<file path="src/rtl/uart_reg_pkg.sv">
package uart_reg_pkg;

    localparam int N_REG      = 6;
    localparam int N_STICKY   = 4;
    localparam int N_IRQ      = 6;

    localparam int REG_LINE   = 0;
    localparam int REG_CTL    = 1;
    localparam int REG_BAUD   = 2;
    localparam int REG_STAT   = 3;
    localparam int REG_RXD    = 4;
    localparam int REG_TXD    = 5;

    typedef enum logic [1:0] {WL_8 = 2'd0, WL_7 = 2'd1, WL_6 = 2'd2, WL_5 = 2'd3} wlen_e;
    typedef enum logic [1:0] {SB_1 = 2'd0, SB_1P5 = 2'd1, SB_2 = 2'd2, SB_RSV = 2'd3} stop_e;
    typedef enum logic [1:0] {PAR_EVEN = 2'd0, PAR_ODD = 2'd1, PAR_NONE = 2'd2, PAR_RSV = 2'd3} parity_e;

    typedef struct packed {
        parity_e par;
        stop_e   stop;
        wlen_e   wlen;
    } line_cfg_t;

    typedef struct packed {
        logic             tx_halt;
        logic             rx_halt;
        logic             soft_rst;
        logic [N_IRQ-1:0] irq_mask;
    } ctl_t;

    typedef struct packed {
        logic tx_empty_f;
        logic tx_full_lv;
        logic rx_empty_lv;
        logic rx_full_f;
        logic stop_err;
        logic par_err;
        logic tx_done;
        logic rx_done;
    } stat_t;

    typedef struct packed {
        logic wr_line;
        logic wr_ctl;
        logic wr_baud;
        logic wr_stat;
        logic wr_txd;
        logic rd_rxd;
        logic rd_any;
    } access_t;

    localparam line_cfg_t LINE_RST = '{par: PAR_EVEN, stop: SB_1, wlen: WL_8};
    localparam ctl_t      CTL_RST  = '{tx_halt: 1'b0, rx_halt: 1'b0, soft_rst: 1'b0,
                                       irq_mask: {N_IRQ{1'b1}}};

    function automatic logic [N_IRQ-1:0] irq_sources(input stat_t s);
        return {s.tx_empty_f, s.rx_full_f, s.stop_err, s.par_err, s.tx_done, s.rx_done};
    endfunction

endpackage

</file>
<file path="src/rtl/uart_apb_decode.sv">
module uart_apb_decode
    import uart_reg_pkg::*;
#(
    parameter int ADDR_W = 5
) (
    input  logic              psel,
    input  logic              penable,
    input  logic              pwrite,
    input  logic [ADDR_W-1:0] paddr,
    output access_t           acc
);
    logic             live;
    logic [N_REG-1:0] hit;

    assign live = psel & penable;

    for (genvar i = 0; i < N_REG; i++) begin : g_hit
        assign hit[i] = (paddr == ADDR_W'(i));
    end

    always_comb begin
        acc         = '0;
        acc.wr_line = live & pwrite & hit[REG_LINE];
        acc.wr_ctl  = live & pwrite & hit[REG_CTL];
        acc.wr_baud = live & pwrite & hit[REG_BAUD];
        acc.wr_stat = live & pwrite & hit[REG_STAT];
        acc.wr_txd  = live & pwrite & hit[REG_TXD];
        acc.rd_rxd  = live & ~pwrite & hit[REG_RXD];
        acc.rd_any  = psel & ~pwrite;
    end
endmodule

</file>
<file path="src/rtl/uart_cfg_regs.sv">
module uart_cfg_regs
    import uart_reg_pkg::*;
#(
    parameter int DATA_W = 32
) (
    input  logic              clk,
    input  logic              rst,
    input  logic              wr_line,
    input  logic              wr_ctl,
    input  logic              wr_baud,
    input  logic [DATA_W-1:0] wdata,
    output line_cfg_t         line_q,
    output ctl_t              ctl_q,
    output logic [DATA_W-1:0] baud_q
);
    localparam int LINE_W = $bits(line_cfg_t);
    localparam int CTL_W  = $bits(ctl_t);

    always_ff @(posedge clk) begin
        if (rst) begin
            line_q <= LINE_RST;
            ctl_q  <= CTL_RST;
            baud_q <= '0;
        end else begin
            if (wr_line) line_q <= line_cfg_t'(wdata[LINE_W-1:0]);
            if (wr_baud) baud_q <= wdata;
            if (wr_ctl) ctl_q <= ctl_t'(wdata[CTL_W-1:0]);
            else        ctl_q.soft_rst <= 1'b0;
        end
    end
endmodule

</file>
<file path="src/rtl/uart_status_flags.sv">
module uart_status_flags
    import uart_reg_pkg::*;
(
    input  logic                clk,
    input  logic                rst,
    input  logic [N_STICKY-1:0] ev,
    input  logic                wr_stat,
    input  logic [N_STICKY-1:0] wdata,
    input  logic                rd_rxd,
    input  logic                wr_txd,
    input  logic                rx_full,
    input  logic                rx_empty,
    input  logic                tx_full,
    input  logic                tx_empty,
    output stat_t               stat_o
);
    logic [N_STICKY-1:0] sticky_q;
    logic                rxf_flag_q, txe_flag_q;
    logic                rx_full_d, tx_empty_d;

    for (genvar i = 0; i < N_STICKY; i++) begin : g_sticky
        always_ff @(posedge clk) begin
            if (rst)                     sticky_q[i] <= 1'b0;
            else if (ev[i])              sticky_q[i] <= 1'b1;
            else if (wr_stat && !wdata[i]) sticky_q[i] <= 1'b0;
        end
    end

    always_ff @(posedge clk) begin
        if (rst) begin
            rx_full_d  <= 1'b0;
            tx_empty_d <= 1'b1;
            rxf_flag_q <= 1'b0;
            txe_flag_q <= 1'b0;
        end else begin
            rx_full_d  <= rx_full;
            tx_empty_d <= tx_empty;
            if (rx_full && !rx_full_d) rxf_flag_q <= 1'b1;
            else if (rd_rxd)           rxf_flag_q <= 1'b0;
            if (tx_empty && !tx_empty_d) txe_flag_q <= 1'b1;
            else if (wr_txd)             txe_flag_q <= 1'b0;
        end
    end

    always_comb begin
        stat_o             = '0;
        stat_o.rx_done     = sticky_q[0];
        stat_o.tx_done     = sticky_q[1];
        stat_o.par_err     = sticky_q[2];
        stat_o.stop_err    = sticky_q[3];
        stat_o.rx_full_f   = rxf_flag_q;
        stat_o.rx_empty_lv = rx_empty;
        stat_o.tx_full_lv  = tx_full;
        stat_o.tx_empty_f  = txe_flag_q;
    end
endmodule

</file>
<file path="src/rtl/uart_irq_gen.sv">
module uart_irq_gen
    import uart_reg_pkg::*;
(
    input  stat_t            stat,
    input  logic [N_IRQ-1:0] mask,
    output logic             irq_n
);
    logic [N_IRQ-1:0] pending;

    assign pending = irq_sources(stat) & ~mask;
    assign irq_n   = ~(|pending);
endmodule

</file>
<file path="src/rtl/uart_regbank.sv">
module uart_regbank
    import uart_reg_pkg::*;
#(
    parameter int ADDR_W = 5,
    parameter int DATA_W = 32,
    parameter int CHAR_W = 8
) (
    input  logic              clk,
    input  logic              rst,
    input  logic              psel,
    input  logic              penable,
    input  logic              pwrite,
    input  logic [ADDR_W-1:0] paddr,
    input  logic [DATA_W-1:0] pwdata,
    output logic [DATA_W-1:0] prdata,
    output logic              irq_n,
    output logic [1:0]        word_len,
    output logic [1:0]        stop_len,
    output logic [1:0]        parity_mode,
    output logic [DATA_W-1:0] baud_count,
    output logic              rx_halt,
    output logic              tx_halt,
    output logic              eng_rst,
    output logic              tx_push,
    output logic [CHAR_W-1:0] tx_wdata,
    input  logic              tx_full,
    input  logic              tx_empty,
    output logic              rx_pop,
    input  logic [CHAR_W-1:0] rx_rdata,
    input  logic              rx_full,
    input  logic              rx_empty,
    input  logic              ev_rx_done,
    input  logic              ev_tx_done,
    input  logic              ev_par_err,
    input  logic              ev_stop_err
);
    access_t             acc;
    line_cfg_t           line_q;
    ctl_t                ctl_q;
    logic [DATA_W-1:0]   baud_q;
    stat_t               stat_q;

    uart_apb_decode #(.ADDR_W(ADDR_W)) u_dec (
        .psel(psel), .penable(penable), .pwrite(pwrite), .paddr(paddr), .acc(acc)
    );

    uart_cfg_regs #(.DATA_W(DATA_W)) u_cfg (
        .clk(clk), .rst(rst),
        .wr_line(acc.wr_line), .wr_ctl(acc.wr_ctl), .wr_baud(acc.wr_baud),
        .wdata(pwdata),
        .line_q(line_q), .ctl_q(ctl_q), .baud_q(baud_q)
    );

    uart_status_flags u_stat (
        .clk(clk), .rst(rst),
        .ev({ev_stop_err, ev_par_err, ev_tx_done, ev_rx_done}),
        .wr_stat(acc.wr_stat), .wdata(pwdata[N_STICKY-1:0]),
        .rd_rxd(acc.rd_rxd), .wr_txd(acc.wr_txd),
        .rx_full(rx_full), .rx_empty(rx_empty),
        .tx_full(tx_full), .tx_empty(tx_empty),
        .stat_o(stat_q)
    );

    uart_irq_gen u_irq (
        .stat(stat_q), .mask(ctl_q.irq_mask), .irq_n(irq_n)
    );

    assign word_len    = line_q.wlen;
    assign stop_len    = line_q.stop;
    assign parity_mode = line_q.par;
    assign baud_count  = baud_q;
    assign rx_halt     = ctl_q.rx_halt;
    assign tx_halt     = ctl_q.tx_halt;
    assign eng_rst     = ctl_q.soft_rst;

    assign rx_pop   = acc.rd_rxd & ~rx_empty;
    assign tx_push  = acc.wr_txd & ~tx_full;
    assign tx_wdata = pwdata[CHAR_W-1:0];

    always_comb begin
        prdata = '0;
        if (acc.rd_any) begin
            case (paddr)
                ADDR_W'(REG_LINE): prdata = DATA_W'(line_q);
                ADDR_W'(REG_CTL):  prdata = DATA_W'(ctl_q);
                ADDR_W'(REG_BAUD): prdata = baud_q;
                ADDR_W'(REG_STAT): prdata = DATA_W'(stat_q);
                ADDR_W'(REG_RXD):  prdata = DATA_W'(rx_rdata);
                default:           prdata = '0;
            endcase
        end
    end
endmodule

</file>
<file path="config.mk">
export PLATFORM = sky130hd
export DESIGN_NAME = uart_regbank
export DESIGN_NICKNAME = d
export VERILOG_FILES = /design/src/rtl/uart_reg_pkg.sv /design/src/rtl/uart_apb_decode.sv /design/src/rtl/uart_cfg_regs.sv /design/src/rtl/uart_status_flags.sv /design/src/rtl/uart_irq_gen.sv /design/src/rtl/uart_regbank.sv
export SDC_FILE = /design/constraint.sdc
export NUM_CORES = 1
export LEC_CHECK = 0
export ABC_AREA = 1
export CAP_MARGIN = 20
export CORE_MARGIN = 3
export CORE_UTILIZATION = 41
export CTS_BUF_LIST = sky130_fd_sc_hd__clkbuf_8
export CTS_CLUSTER_SIZE = 30
export DETAILED_ROUTE_END_ITERATION = 12
export GPL_ROUTABILITY_DRIVEN = 0
export PLACE_DENSITY_LB_ADDON = 0.12
export SLEW_MARGIN = 30
export SYNTH_ARGS = -nofsm -noshare
export SYNTH_HDL_FRONTEND = slang
export SYNTH_SLANG_ARGS = --single-unit
export TNS_END_PERCENT = 100
</file>
<file path="constraint.sdc">
create_clock -name clk -period 1.4 [get_ports clk]
set_input_delay 0.28 -clock clk [delete_from_list [all_inputs] [get_ports clk]]
set_output_delay 0.28 -clock clk [all_outputs]
set_load 0.005 [all_outputs]
</file>
Yosys cells after proc, flatten, opt, wreduce, memory -nomap -nowiden
Index checks and enable logic that the tools add are counted.
{"block": "totals", "reg_bits": 55, "elab_cells": 75}
{"block": "op_classes", "n_mux": 14, "reduce_logical": 21, "n_eq_ne": 5, "bitwise": 19}
{"operator": "$pmux W32 S5", "count": 1}
{"operator": "$mux W32", "count": 1}
{"operator": "$and A1 B1 Y1", "count": 12}
{"operator": "$mux W1", "count": 12}
{"operator": "$reduce_bool A2 Y1", "count": 6}
{"operator": "$eq A5 B2 Y1 const B", "count": 2}
{"operator": "$eq A5 B3 Y1 const B", "count": 2}
{"operator": "$and A6 B6 Y6", "count": 1}
{"operator": "$logic_and A1 B1 Y1", "count": 6}
{"operator": "$logic_not A1 Y1", "count": 6}
{"operator": "$not A6 Y6", "count": 1}
{"operator": "$reduce_or A6 Y1", "count": 1}
{"operator": "$eq A5 B1 Y1 const B", "count": 1}
{"operator": "$logic_not A5 Y1", "count": 1}
{"operator": "$not A1 Y1", "count": 5}
{"operator": "$reduce_or A2 Y1", "count": 1}

Depth between registers and ports, before layout
{"block": "logic_depth", "word_depth": 6, "depth_mapped": 8, "depth_no_buf": 8}

Modules after synthesis
Synthesis repeated with hierarchy kept, for this count alone.
{"block": "unflattened", "cells_unflattened": 512, "area_unflattened_um2": 3159.3}
{"mod": "uart_cfg_regs", "instances": 1, "seq_area_each_um2": 940.9, "cells_each": 273, "area_per_inst_um2": 1868.0}
{"mod": "uart_regbank", "instances": 1, "seq_area_each_um2": 0.0, "cells_each": 154, "area_per_inst_um2": 785.8}
{"mod": "uart_status_flags", "instances": 1, "seq_area_each_um2": 160.2, "cells_each": 45, "area_per_inst_um2": 332.8}
{"mod": "uart_apb_decode", "instances": 1, "seq_area_each_um2": 0.0, "cells_each": 23, "area_per_inst_um2": 103.8}
{"mod": "uart_irq_gen", "instances": 1, "seq_area_each_um2": 0.0, "cells_each": 17, "area_per_inst_um2": 68.8}

Worst setup path after synthesis
OpenSTA, ideal clock, no wires.
{"block": "synth_timing", "path_type": "in2out", "startpoint": "input paddr[1]", "endpoint": "output prdata[2]", "stages": 6, "setup_slack_ns": 0.070, "t_arrival_ns": 1.050, "cell_sequence": "nor2_1 buf_2 nand4_1 nand3_1 nor2_1 nor2_1"}
{"block": "synth_between", "elab_chain_cells": 3, "elab_cells_between_ends": 7, "classes_between": "eq/ne: 4; mux: 2; reduce/logical: 1"}
{"item": "from (decl)", "line": "uart_regbank.sv:13", "source": "input logic [ADDR_W-1:0] paddr,"}
{"item": "$eq A5 B3 Y1, or another cell as far along", "line": "uart_regbank.sv:83", "source": "case (paddr)"}
{"item": "$pmux W32 S5 *", "line": "uart_regbank.sv:83"}
{"item": "$mux W32 *", "line": "uart_regbank.sv:82", "source": "if (acc.rd_any) begin"}
{"item": "to (decl)", "line": "uart_regbank.sv:15", "source": "output logic [DATA_W-1:0] prdata,"}
Every way passes the cells marked *; elsewhere a longest branch is shown, timed or not.

Final worst setup path
{"block": "layout_timing", "startpoint": "input paddr[3]", "endpoint": "output prdata[0]"}
The elaborated chain is that of the path after synthesis.

==> run metrics <==
final critical-path setup slack=-0.347 ns; setup violation total in the final timing report=65; CTS HTree Levels=2; post-route ant nets=0; startpoint of the worst setup timing path=paddr[3]; placed insts=664; cell-by-cell listing of the critical path=buf_8 -> nor2_4 -> buf_12 -> nand2_4 -> nor2_4 -> buf_6 -> nand2_1 -> nand2_1 -> nor2_1 -> nor2_1 -> buf_2; RSZ-0062 raised after global routing=true; leakage power=2.78 nW; synth-to-layout area growth=101%; worst slack after detailed placement=-1.01 ns; routed vias=3,960; number of synthesized register bits=55; synthesized netlist cell count=413; routed wire length=13,000 um; Ys Warns=0; CTS root buffer=clkbuf_8; power per cell area=605 nW/um^2; starting density of the core=42.7%; clock tree from TritonCTS=yes; net count reported at finish=709; average footprint of a synthesized cell=6.64 um^2; post-synth top area share=40.1%; maximum VDD drop=0.543 mV; number of violations reported at the end of detailed-routing iteration 0=236; Worst R2R Setup Slack=0.52 ns; worst-case hold slack=0.422 ns; accumulated negative setup slack=-8.64 ns; setup clock skew after layout=0.000176 ns; result of the run=complete, but fails checks; Critical Path Sink Type=output pin; pin count of the biggest net entering global routing=45; most frequent cells in the layout=buf_4 (81), nor2_1 (77), dlygate4sd2_1 (50); source of the worst hold timing path=u_stat.rx_full_d$_SDFF_PP0_; data required time at the worst endpoint=1.12 ns; clock latency on the worst-skew pair=0.31 ns; worst max-slew margin expressed relative to the limit=82.5%; final core occ=85.7%; cts bufs inserted=5; io pins=142; Cell Area, Placed=4570 um^2; number of buffers and inverters on the critical path=4; Max stage delay cell, worst path=nor2_4; Cell Count, Final, Fillers Out=729; post-layout total power=3.33 mW; distinct cell type count of the synthesized netlist=24; sequential fraction of the synthesis area=40.1%; via count of the first global-routing pass=3,634; DP Wirelength=7170 um; fraction of the cycle the final worst path needs=125%; Routed WL per cell=17.9 um; Max Cap Violations=0; nets in the synthesized netlist=471; die height=87.8 um; Clock Tree Buf Depth=2; first-pass GRT wire length=17,300 um; IO Port Bufs=141; top area cells in the synthesized netlist=dfxtp_1 (40%), nor2_1 (17%), nand2_1 (9.7%); path category of the worst min-delay check=reg -> reg; DR pass1 iterations=5; Final Max Slew Viols=0; global-route usage over all layers=28.8%; top cell family by delay on the critical path=simple AND/OR/NAND/NOR gates; ant diodes=0; Post-Synthesis Cell Area=2740 um^2; final hold violation count=0; f_max=572 MHz; width of the chip=87.8 um; Sink Count=55; area of the placeable core=6420 um^2; row cnt=29; start-to-end type of the worst setup path=in -> out; min cycle time layout=1.75 ns; GRT Residual Overflow=0; Slew @ Worst Pin=0.260 ns; share of cells above drive strength 1=48.8%; area enclosed by the die boundary=7710 um^2; hold-fix buffer count after cts=0; start of the worst register-to-register path=u_stat.rxf_flag_q$_SDFFE_PP0P_; highest net fanout along the worst path=4; violated checks=setup timing; startpoint kind of the worst setup timing path=input pin; final routed DRC violation total=0; CP max stage delay=0.18 ns; antenna violations before repair=0; total non-filler cell area in the finished layout=5510 um^2; Critical Path AT=1.47 ns; commonest non-fill, non-tap cell in the layout=buf_4; Via density=5.43; cell taking the most area after synthesis=dfxtp_1; clock transition time at the flip-flop clock pins of the worst setup and hold paths=0.10 ns
==> cell type report <==
cell class,count,area [um^2]
clock buffer,6,82.6
clock inverter,2,35.0
fill,366,916
inverter,29,129
multi-input combinational,301,1720
sequential,55,1160
tap,77,96.3
timing repair buffer,259,2290
==> cells by family after synthesis <==
group                  share of synthesized area (%)
AND/OR/NAND/NOR                                 38.4
buffers and inverters                           10.7
AO/OA/AOI/OAI                                   10.7
flip-flops                                      40.1
==> Yosys cell counts (all sizes together) <==
library cell / n
or2: 1
clkbuf: 8
nand3: 16
dfxtp: 55
o22ai: 3
nand4: 19
o21ai: 45
nor2: 129
inv: 29
nor3: 1
nor3b: 4
nand2: 72
buf: 21
a21oi: 10
==> sequential cells by signal, indices dropped and copies added, names as in the netlist <==
signal and count:
u_cfg.baud_q 32, u_cfg.ctl_q 9, u_cfg.line_q 6, u_stat.rx_full_d 1
u_stat.rxf_flag_q 1, u_stat.stat_o 4, u_stat.tx_empty_d 1, u_stat.txe_flag_q 1
==> layer usage <==
metal / track usage (%) / up-vias / routed length [um]
met5: 0 / - / 0
met1: 33.8 / 1864 / 4670
met2: 50.2 / 254 / 6660
met4: 13.4 / 0 / 518
li1: - / 1797 / -
met3: 5.93 / 45 / 1180
==> power breakdown <==
group / leakage, nW / internal [mW] / switching, mW
Combinational: 2.26 / 0.328 / 0.277
Clock: 0.0612 / 0.580 / 0.540
Sequential: 0.463 / 1.58 / 0.0207
Total: 2.78 / 2.49 / 0.838
==> what timing repair did <==
item / CTS / global route
endpoints found under the setup margin: 132 / 74
setup buffers: 50 / 9
resized for setup: 318 / 115
pin swaps: 23 / 39
cloned: 4 / 3
==> path summary, 6_finish.rpt <==
check | end | cells after the start
worst max register to register | u_stat.rxf_flag_q$_SDFFE_PP0P_ | 5
worst min-delay path | u_stat.rxf_flag_q$_SDFFE_PP0P_ | 1
worst max-delay path | prdata[0] | 11
worst min register to register | u_stat.rxf_flag_q$_SDFFE_PP0P_ | 1
==> worst register-to-register path: cells and delay by family, from the launching register on <==
family                 cells  cell delay (ns)
DFF                        1             0.38
buffers and inverters      2             0.24
and+or+nand+nor            2             0.13
AOI/OAI and AO/OA          1             0.06
No activity file was read; power rests on OpenSTA's default activity.
